### src/rtl/hs_pkg.sv
package hs_pkg;
  localparam int unsigned PB_TIP_BIT  = 5;
  localparam int unsigned PB_ACK_BIT  = 4;
  localparam int unsigned AUX_DIR_BIT = 4;
  localparam logic [7:0]  DDR_ALL_OUT = 8'hFF;

  // Clamp a requested response length to the buffer depth.
  function automatic int unsigned clamp_len(int unsigned req, int unsigned depth);
    return (req > depth) ? depth : req;
  endfunction

  // True when the byte at idx is the final one of a len-byte response.
  function automatic logic is_final(int unsigned idx, int unsigned len);
    return (idx + 1) >= len;
  endfunction
endpackage

### src/rtl/hs_byte_buf.sv
module hs_byte_buf #(
  parameter int DEPTH = 16,
  localparam int AW = $clog2(DEPTH)
) (
  input  logic          clk,
  input  logic          wr_en,
  input  logic [AW-1:0] wr_addr,
  input  logic [7:0]    wr_data,
  input  logic [AW-1:0] rd_addr,
  output logic [7:0]    rd_data
);
  logic [7:0] mem [DEPTH];

  always_ff @(posedge clk) begin
    if (wr_en) mem[wr_addr] <= wr_data;
  end

  assign rd_data = mem[rd_addr];
endmodule

### src/rtl/hs_step.sv
module hs_step #(
  parameter int DEPTH = 16,
  localparam int IDXW = $clog2(DEPTH + 1)
) (
  input  logic            tip,
  input  logic            tack,
  input  logic            last_tip,
  input  logic            last_tack,
  input  logic            dir_in,
  input  logic            treq_q,
  input  logic [IDXW-1:0] out_idx,
  input  logic [IDXW-1:0] in_idx,
  input  logic [IDXW-1:0] in_len,
  output logic            cap_en,
  output logic            give_en,
  output logic            pkt_done,
  output logic            sched,
  output logic            treq_nxt
);
  import hs_pkg::*;
  localparam logic [IDXW-1:0] FULL = IDXW'(DEPTH);

  logic pair_chg;
  assign pair_chg = (tip != last_tip) || (tack != last_tack);

  always_comb begin
    cap_en   = 1'b0;
    give_en  = 1'b0;
    pkt_done = 1'b0;
    sched    = 1'b0;
    treq_nxt = treq_q;
    if (!tip) begin
      if (dir_in) begin
        if (pair_chg && (out_idx < FULL)) begin
          cap_en = 1'b1;
          sched  = 1'b1;
        end
      end else if (pair_chg && (in_idx < in_len)) begin
        give_en = 1'b1;
        sched   = 1'b1;
        if (is_final(32'(in_idx), 32'(in_len))) treq_nxt = 1'b1;
      end
    end else if (last_tip && (tack != last_tack)) begin
      treq_nxt = tack;
      sched    = 1'b1;
    end else begin
      if (!last_tip) begin
        pkt_done = (out_idx != '0);
        sched    = 1'b1;
      end
      if (in_idx < in_len) treq_nxt = 1'b0;
    end
  end
endmodule

### src/rtl/hs_irq_delay.sv
module hs_irq_delay #(
  parameter int DELAY_CYCLES = 60000,
  localparam int CW = $clog2(DELAY_CYCLES + 1)
) (
  input  logic clk,
  input  logic rst_n,
  input  logic sched,
  input  logic immediate,
  input  logic clr,
  output logic set_pulse,
  output logic flag
);
  logic [CW-1:0] cnt;
  logic          arm;
  logic          fire;

  assign arm       = sched && !immediate;
  assign fire      = (cnt == CW'(1)) && !arm;
  assign set_pulse = (sched && immediate) || fire;

  always_ff @(posedge clk or negedge rst_n) begin
    if (!rst_n) begin
      cnt  <= '0;
      flag <= 1'b0;
    end else begin
      if (arm)              cnt <= CW'(DELAY_CYCLES);
      else if (cnt != '0)   cnt <= cnt - CW'(1);
      if (set_pulse)        flag <= 1'b1;
      else if (clr)         flag <= 1'b0;
    end
  end
endmodule

### src/rtl/hs_xfer_engine.sv
module hs_xfer_engine #(
  parameter int DEPTH        = 16,
  parameter int DELAY_CYCLES = 60000,
  localparam int AW   = $clog2(DEPTH),
  localparam int IDXW = $clog2(DEPTH + 1)
) (
  input  logic            clk,
  input  logic            rst_n,
  input  logic            pb_wr,
  input  logic [7:0]      pb_wdata,
  input  logic [7:0]      aux_ctrl,
  input  logic [7:0]      ddr_b,
  input  logic            sr_wr,
  input  logic [7:0]      sr_wdata,
  input  logic            sr_rd,
  output logic [7:0]      sr_data,
  output logic            sr_irq,
  output logic            req_n,
  input  logic            rsp_wr,
  input  logic [AW-1:0]   rsp_waddr,
  input  logic [7:0]      rsp_wdata,
  input  logic            rsp_load,
  input  logic [IDXW-1:0] rsp_len,
  output logic            pkt_valid,
  output logic [IDXW-1:0] pkt_len,
  input  logic [AW-1:0]   pkt_raddr,
  output logic [7:0]      pkt_rdata
);
  import hs_pkg::*;

  logic            last_tip, last_tack, treq_q;
  logic [7:0]      sr_q;
  logic [IDXW-1:0] out_idx, in_idx, in_len;
  logic            pkt_valid_q;
  logic [IDXW-1:0] pkt_len_q;

  logic tip, tack, dir_in;
  assign tip    = pb_wdata[PB_TIP_BIT];
  assign tack   = pb_wdata[PB_ACK_BIT];
  assign dir_in = aux_ctrl[AUX_DIR_BIT];

  logic unused_bits;
  assign unused_bits = ^{pb_wdata[7:6], pb_wdata[3:0], aux_ctrl[7:5], aux_ctrl[3:0]};

  logic cap_en, give_en, pkt_done, step_sched, treq_nxt;
  hs_step #(.DEPTH(DEPTH)) u_step (
    .tip(tip), .tack(tack), .last_tip(last_tip), .last_tack(last_tack),
    .dir_in(dir_in), .treq_q(treq_q),
    .out_idx(out_idx), .in_idx(in_idx), .in_len(in_len),
    .cap_en(cap_en), .give_en(give_en), .pkt_done(pkt_done),
    .sched(step_sched), .treq_nxt(treq_nxt)
  );

  // Named events for the checker.
  logic ev_cap, ev_give, ev_pkt, ev_load, ev_sched;
  assign ev_cap   = pb_wr && cap_en;
  assign ev_give  = pb_wr && give_en;
  assign ev_pkt   = pb_wr && pkt_done;
  assign ev_load  = !pb_wr && rsp_load;
  assign ev_sched = (pb_wr && step_sched) || ev_load;

  logic [IDXW-1:0] load_len;
  assign load_len = IDXW'(clamp_len(32'(rsp_len), DEPTH));

  logic [7:0] rsp_rdata;
  hs_byte_buf #(.DEPTH(DEPTH)) u_rsp_buf (
    .clk(clk), .wr_en(rsp_wr), .wr_addr(rsp_waddr), .wr_data(rsp_wdata),
    .rd_addr(in_idx[AW-1:0]), .rd_data(rsp_rdata)
  );

  hs_byte_buf #(.DEPTH(DEPTH)) u_out_buf (
    .clk(clk), .wr_en(ev_cap), .wr_addr(out_idx[AW-1:0]), .wr_data(sr_q),
    .rd_addr(pkt_raddr), .rd_data(pkt_rdata)
  );

  logic irq_set;
  hs_irq_delay #(.DELAY_CYCLES(DELAY_CYCLES)) u_irq (
    .clk(clk), .rst_n(rst_n), .sched(ev_sched),
    .immediate(ddr_b == DDR_ALL_OUT), .clr(sr_rd),
    .set_pulse(irq_set), .flag(sr_irq)
  );

  always_ff @(posedge clk or negedge rst_n) begin
    if (!rst_n) begin
      last_tip    <= 1'b1;
      last_tack   <= 1'b1;
      treq_q      <= 1'b1;
      sr_q        <= '0;
      out_idx     <= '0;
      in_idx      <= '0;
      in_len      <= '0;
      pkt_valid_q <= 1'b0;
      pkt_len_q   <= '0;
    end else begin
      pkt_valid_q <= ev_pkt;
      if (ev_pkt) pkt_len_q <= out_idx;
      if (ev_give)    sr_q <= rsp_rdata;
      else if (sr_wr) sr_q <= sr_wdata;
      if (pb_wr) begin
        last_tip  <= tip;
        last_tack <= tack;
        treq_q    <= treq_nxt;
        if (ev_cap)       out_idx <= out_idx + IDXW'(1);
        else if (ev_pkt)  out_idx <= '0;
        if (ev_give)      in_idx  <= in_idx + IDXW'(1);
      end else if (rsp_load) begin
        in_idx <= '0;
        in_len <= load_len;
        if (last_tip && (load_len != '0)) treq_q <= 1'b0;
      end
    end
  end

  assign sr_data   = sr_q;
  assign req_n     = treq_q;
  assign pkt_valid = pkt_valid_q;
  assign pkt_len   = pkt_len_q;
endmodule

### config.mk
export PLATFORM = sky130hd
export DESIGN_NAME = hs_xfer_engine
export DESIGN_NICKNAME = d
export VERILOG_FILES = /design/src/rtl/hs_pkg.sv /design/src/rtl/hs_byte_buf.sv /design/src/rtl/hs_step.sv /design/src/rtl/hs_irq_delay.sv /design/src/rtl/hs_xfer_engine.sv
export SDC_FILE = /design/constraint.sdc
export NUM_CORES = 1
export LEC_CHECK = 0
export ABC_CLOCK_PERIOD_IN_PS = 5450
export BUFFER_PORTS_ARGS = -buffer_cell sky130_fd_sc_hd__buf_2
export CAP_MARGIN = 20
export CORE_AREA = 4 4 204 206
export CTS_CLUSTER_SIZE = 40
export DETAILED_ROUTE_END_ITERATION = 16
export DIE_AREA = 0 0 208 210
export GPL_ROUTABILITY_DRIVEN = 1
export MAX_ROUTING_LAYER = met4
export PLACE_DENSITY = 0.49
export SYNTH_ARGS = -nofsm -noshare
export SYNTH_HDL_FRONTEND = slang
export SYNTH_SLANG_ARGS = --single-unit
### constraint.sdc
create_clock -name clk -period 5.45 [get_ports clk]
set_input_delay 1.09 -clock clk [delete_from_list [all_inputs] [get_ports clk]]
set_output_delay 1.09 -clock clk [all_outputs]
set_load 0.1 [all_outputs]
==> out/metrics.cfg, run 1 <==
[run_status]
status=finished clean

[yosys]
ys_seq_elements=305
synth_commonest_cells=edfxtp_1, mux4_2, dfrtp_1
ys.flop_type=edfxtp_1
ys_seq_area_share_pct=70.47
synth_most_common_cell=edfxtp_1
synthTopCellsByArea=edfxtp_1, dfrtp_1, mux4_2, mux4_1, ha_1
yosys_warnings=0
async_flop_share_pct=16.07
synth-edff-count=256
ys_types=60
syn_area_per_cell_um2=18.10
synth_top_area_share_pct=60.75
mappedNetlistNets=776
synth_area_leader_cell=edfxtp_1
synthCells=699
netlist_area_mm2=0.01265

[placement]
dp.cells=1274
port_buffers=70
gp_congestion=0.6987
post-place-ws_ps=1086
placed_cell_area_mm2=0.01359
dp_hpwl_um=17780

[worst_setup_path]
crit_chain=buf_2 > buf_12 > mux4_1 > mux4_2 > buf_2
crit_required_ps=4360
reg2reg_from=last_tack
cp-start-kind=primary input
crit_start=pkt_raddr[0]
path_common_cell=buf_2
critPathArrivalTime_ps=3260
critPathMaxFanout=18
reg2reg_depth=5
crit_type=in2out
reg2reg_slack_ps=2480
critPathSlowestCell=mux4_1
slowest_delay_ps=650
end_kind=primary output
r2r-end=u_out_buf.mem[7][1]

[cts]
post_cts_buffers=0
ctsHoldBuffers=0
clock_latency_ps=510
clk_pin_slew_worst_paths_ps=60
cts.path.max_buffers=3
cts_num_sinks=305
cts_root_buf=clkbuf_16
cts_tree=built
cts_made_buffers=35
cts_resized=0
h-tree-depth=2

[power]
leakagePower_nw=5.145
p_total_mw=5.868
ir_drop_v=0.0001636
p_per_area_mw_per_mm2=397.2

[floorplan]
die_area_mm2=0.04368
start_util_pct=31.92
core_area_mm2=0.03964
die_w_um=208
io_pins=84
die_h_um=210
rows=73

[worst_hold_path]
hold_depth=2
hold_path_end=pkt_len[0]
hp-start=pkt_len[0]
hold_class=reg2reg

[final_layout]
post-route-util_pct=37.26
area_growth_pct=16.74
layout.nets=864
design_area_mm2=0.01477
drive_above_1_share_pct=24.51
multi_input_area_mm2=0.003510
n_antenna_cell=0
n_fill_cell=3731
regArea_mm2=0.008919
finalNonFillerCells=1337

[sta]
worst_slack_ps=1097
fin_skew_ps=8.778
fin_crit_ps=4353
setup_violations=0
worst_slew_pin_slew_ps=1055
slew_headroom_pct=29.42
hold_viol=0
setup_tns_ps=0
fmax_mhz=229.7
grt_setup_unrepaired=false
hold-worst-slack_ps=480.4
period_share_pct=79.87
slew_viol_final=0

[detailed_routing]
first_pass_iters=5
via_per_inst=4.788
wl_per_cell_um=21.01
dr.first_iter.drc_count=272
final_antenna_net_count=0
drt-total-wl_um=28090
vias=6401
drc_errors=0

[flow_run]
drv_cap=0

[global_route]
grt_max_degree=50
grt_usage_pct=13.15
grt_pass1_wl_um=42390
grt_pass1_vias=6692
grt_overflow_total=0
antenna_found_initial=0

[power breakdown]
| group | internal, mW | switching [mW] |
|---|---|---|
| clock | 1.49 | 0.908 |
| sequential | 2.66 | 0.102 |
| combinational | 0.218 | 0.487 |
[critical path, delay by kind of cell]
kind / cells / cell delay, ps
buffers and inverters: 3 / 1010
multiplexers: 2 / 1150
[layout by cell type (no fill, tap or decap), types with 7 or more instances in the layout]
cell type / count
buf_2: 70
nor3_1: 9
mux2i_1: 12
dfrtp_1: 45
nand3_1: 17
xor2_1: 9
edfxtp_1: 256
a21oi_1: 14
inv_1: 14
clkbuf_1: 7
buf_4: 12
o21ai_0: 13
and3_1: 10
mux4_2: 48
nand2_1: 40
a22oi_1: 16
nand2b_1: 10
nor2_1: 42
mux4_1: 24
clkbuf_16: 35
ha_1: 17
[final cells by class]
cell class	count	share of cell area [%]
clock buffers	44	6.293
clock inverters	18	1.652
inverters	14	0.3558
multi-input cells	348	23.76
flip-flops and latches	305	60.38
well taps	525	4.447
repair buffers	83	3.117
[routing by layer]
| metal | share of wire [%] | GRT usage [%] | up-vias | routed length (µm) |
|---|---|---|---|---|
| met2 | 50 | 21.48 | 120 | 13930 |
| met4 | 1.7 | 3.375 | 0 | 476 |
| met3 | 3.6 | 2.292 | 36 | 1017 |
| met1 | 45 | 17.29 | 3269 | 12660 |
| met5 | 0 | - | - | 0 |
| li1 | - | - | 2976 | - |
[kinds of logic after synthesis]
family                   count (synthesis)  share of synthesized area [%]
flip-flops                             305                          70.47
AND/OR/NAND/NOR                        169                          6.951
multiplexers                            87                          14.74
AO/OA/AOI/OAI                           60                          3.164
buffers and inverters                   46                          1.948
adder cells (fa/ha/maj)                 17                          1.681
XOR/XNOR                                15                          1.038
[worst max path at each step]
stage                     cells past startpoint  slack [ps]      endpoint
after floorplan                               4        1750  pkt_rdata[0]
after global placement                        5        1080  pkt_rdata[6]
after detailed placement                      5        1090  pkt_rdata[6]
after CTS                                     5        1080  pkt_rdata[6]
after global routing                          5        1010  pkt_rdata[6]
final                                         5        1100  pkt_rdata[6]
[state kept, by name, indices dropped and copies added (netlist names)]
signal and flops:
out_idx 5, u_out_buf.mem 128, pkt_valid 1, u_rsp_buf.mem 128, req_n 1, u_irq.cnt 16
last_tip 1, last_tack 1, u_irq.flag 1, in_len 5, pkt_len 5, sr_data 8
in_idx 5
Note: power is estimated with default switching activity, not from simulation.
==> run 2, diff against run 1 <==
- ABC_CLOCK_PERIOD_IN_PS: 5450 -> 4400
- clock period: 5.45 -> 4.4 ns (I/O delays scaled with it)
==> run 2 against run 1 <==
  * Critical path depth unchanged
  * Final cell count up 0.97%
  * Sequential power is 24% higher
  * Sequential cell count did not move
  * Largest cell class unchanged
  * Highest routed layer unchanged
  * Clock power is 26% higher
  * Non-clock buffer count up 11
  * Worst setup slack got worse by 480 ps
==> out/metrics.cfg, run 2 (same netlist as run 1, synthesis figures left out) <==
[placement]
dp.cells=1286  ; +0.94%
dp_hpwl_um=17840  ; +0.32%
port_buffers=70  ; unchanged
gp_congestion=0.7120  ; +1.9%
placed_cell_area_mm2=0.01366  ; +0.52%

[floorplan]
die_area_mm2=0.04368  ; unchanged
die_w_um=208  ; unchanged
die_h_um=210  ; unchanged
io_pins=84  ; unchanged
core_area_mm2=0.03964  ; unchanged
rows=73  ; unchanged
start_util_pct=31.92  ; unchanged

[sta]
slew_headroom_pct=42.32  ; +13 points
hold-worst-slack_ps=470.5  ; -9.868 ps
setup_tns_ps=0  ; unchanged
fin_crit_ps=3779
fin_skew_ps=24.44  ; +15.66 ps
period_share_pct=85.89
worst_slew_pin_slew_ps=862.0  ; -192.8 ps
fmax_mhz=264.6
hold_viol=0  ; unchanged
grt_setup_unrepaired=false
slew_viol_final=0  ; unchanged
setup_violations=0  ; unchanged

[detailed_routing]
drc_errors=0  ; unchanged
wl_per_cell_um=20.55  ; -2.2%
via_per_inst=4.812  ; +0.51%
vias=6496  ; +1.5%
final_antenna_net_count=0  ; unchanged
drt-total-wl_um=27740  ; -1.2%
dr.first_iter.drc_count=326  ; +20%
first_pass_iters=4  ; -1

[global_route]
grt_max_degree=50  ; unchanged
antenna_found_initial=0  ; unchanged
grt_usage_pct=13.05  ; -0.10 points
grt_overflow_total=0  ; unchanged
grt_pass1_vias=6790  ; +1.5%
grt_pass1_wl_um=42550  ; +0.39%

[worst_setup_path]
cp-start-kind=primary input
crit_type=in2out
crit_required_ps=3520  ; -840 ps
critPathArrivalTime_ps=2900  ; -360 ps
end_kind=primary output
critPathMaxFanout=24  ; +6

[cts]
cts_root_buf=clkbuf_16
cts_made_buffers=35  ; unchanged
cts_num_sinks=305  ; unchanged
cts_resized=0  ; unchanged
cts_tree=built
clk_pin_slew_worst_paths_ps=60  ; about the same
h-tree-depth=2  ; unchanged
clock_latency_ps=520  ; about the same
ctsHoldBuffers=0  ; unchanged
cts.path.max_buffers=3  ; unchanged
post_cts_buffers=0  ; unchanged

[power]
ir_drop_v=0.0002422  ; +48%
leakagePower_nw=5.214  ; +1.3%
p_per_area_mw_per_mm2=492.0  ; +24%

[final_layout]
final_cell_mix=edfxtp_1, buf_2, mux4_2
n_antenna_cell=0  ; unchanged
design_area_mm2=0.01489  ; +0.81%
biggestRegsByFlops=u_out_buf.mem (128), u_rsp_buf.mem (128), u_irq.cnt (16)
layout.nets=875  ; +1.3%
regArea_mm2=0.008919  ; unchanged
final_common_cell=edfxtp_1
finalNonFillerCells=1350  ; +0.97%
n_fill_cell=3734  ; +0.080%
area_growth_pct=17.69
multi_input_area_mm2=0.003490  ; -0.57%
drive_above_1_share_pct=25.70  ; +1.2 points

[run_status]
status=finished clean

[worst_hold_path]
hold_class=in2async

[flow_run]
drv_cap=0  ; unchanged

[run 2: worst max-delay path, cell delays in order]
cell and delay (ps):
buf_2 280, buf_12 260, mux4_1 650, mux4_2 490, buf_2 310
[run 2: power by group]
group          internal, mW  switching [mW]
registers              3.29           0.139
clock network          1.87            1.16
logic                 0.271           0.593
[run 2: area by class of cell]
class | instances | share of cell area (%)
clock buffer | 46 | 6.503
clock inverter | 18 | 1.764
inverter | 14 | 0.3529
multi-input combinational | 348 | 23.43
sequential | 305 | 59.89
tap | 525 | 4.411
timing repair buffer | 94 | 3.646
[run 2: worst paths after layout]
path                                        endpoint  slack, ps          from  cells past startpoint
max in group asynchronous                  in_idx[0]       3410         rst_n                      2
worst max-delay path                    pkt_rdata[6]        620  pkt_raddr[0]                      5
worst min-delay path                    u_irq.cnt[4]        470         rst_n                      2
worst max register to register  u_out_buf.mem[11][5]       1670     last_tack                      5
min in group clk                          pkt_len[4]        470    pkt_len[4]                      2
worst min register to register            pkt_len[4]        470    pkt_len[4]                      2
[run 2: per-layer routing]
metal  GRT usage, %  vias up  wire [µm]
li1               -     3006          -
met1          17.70     3345      12640
met2          20.95      112      13610
met3          2.113       33       1039
met4          3.080        0        452
met5              -        -          0
[run 2: stage by stage]
| step | utilization [%] | total power [mW] | setup slack (ps) |
|---|---|---|---|
| after floorplan | - | 4.117 | 1121 |
| after global placement | 34.46 | 4.361 | 630.6 |
| after detailed placement | 34.46 | 4.374 | 616.1 |
| after CTS | 37.57 | 7.439 | 617.4 |
| after global routing | 37.57 | 7.654 | 552.6 |
| final | 37.57 | 7.326 | 620.7 |
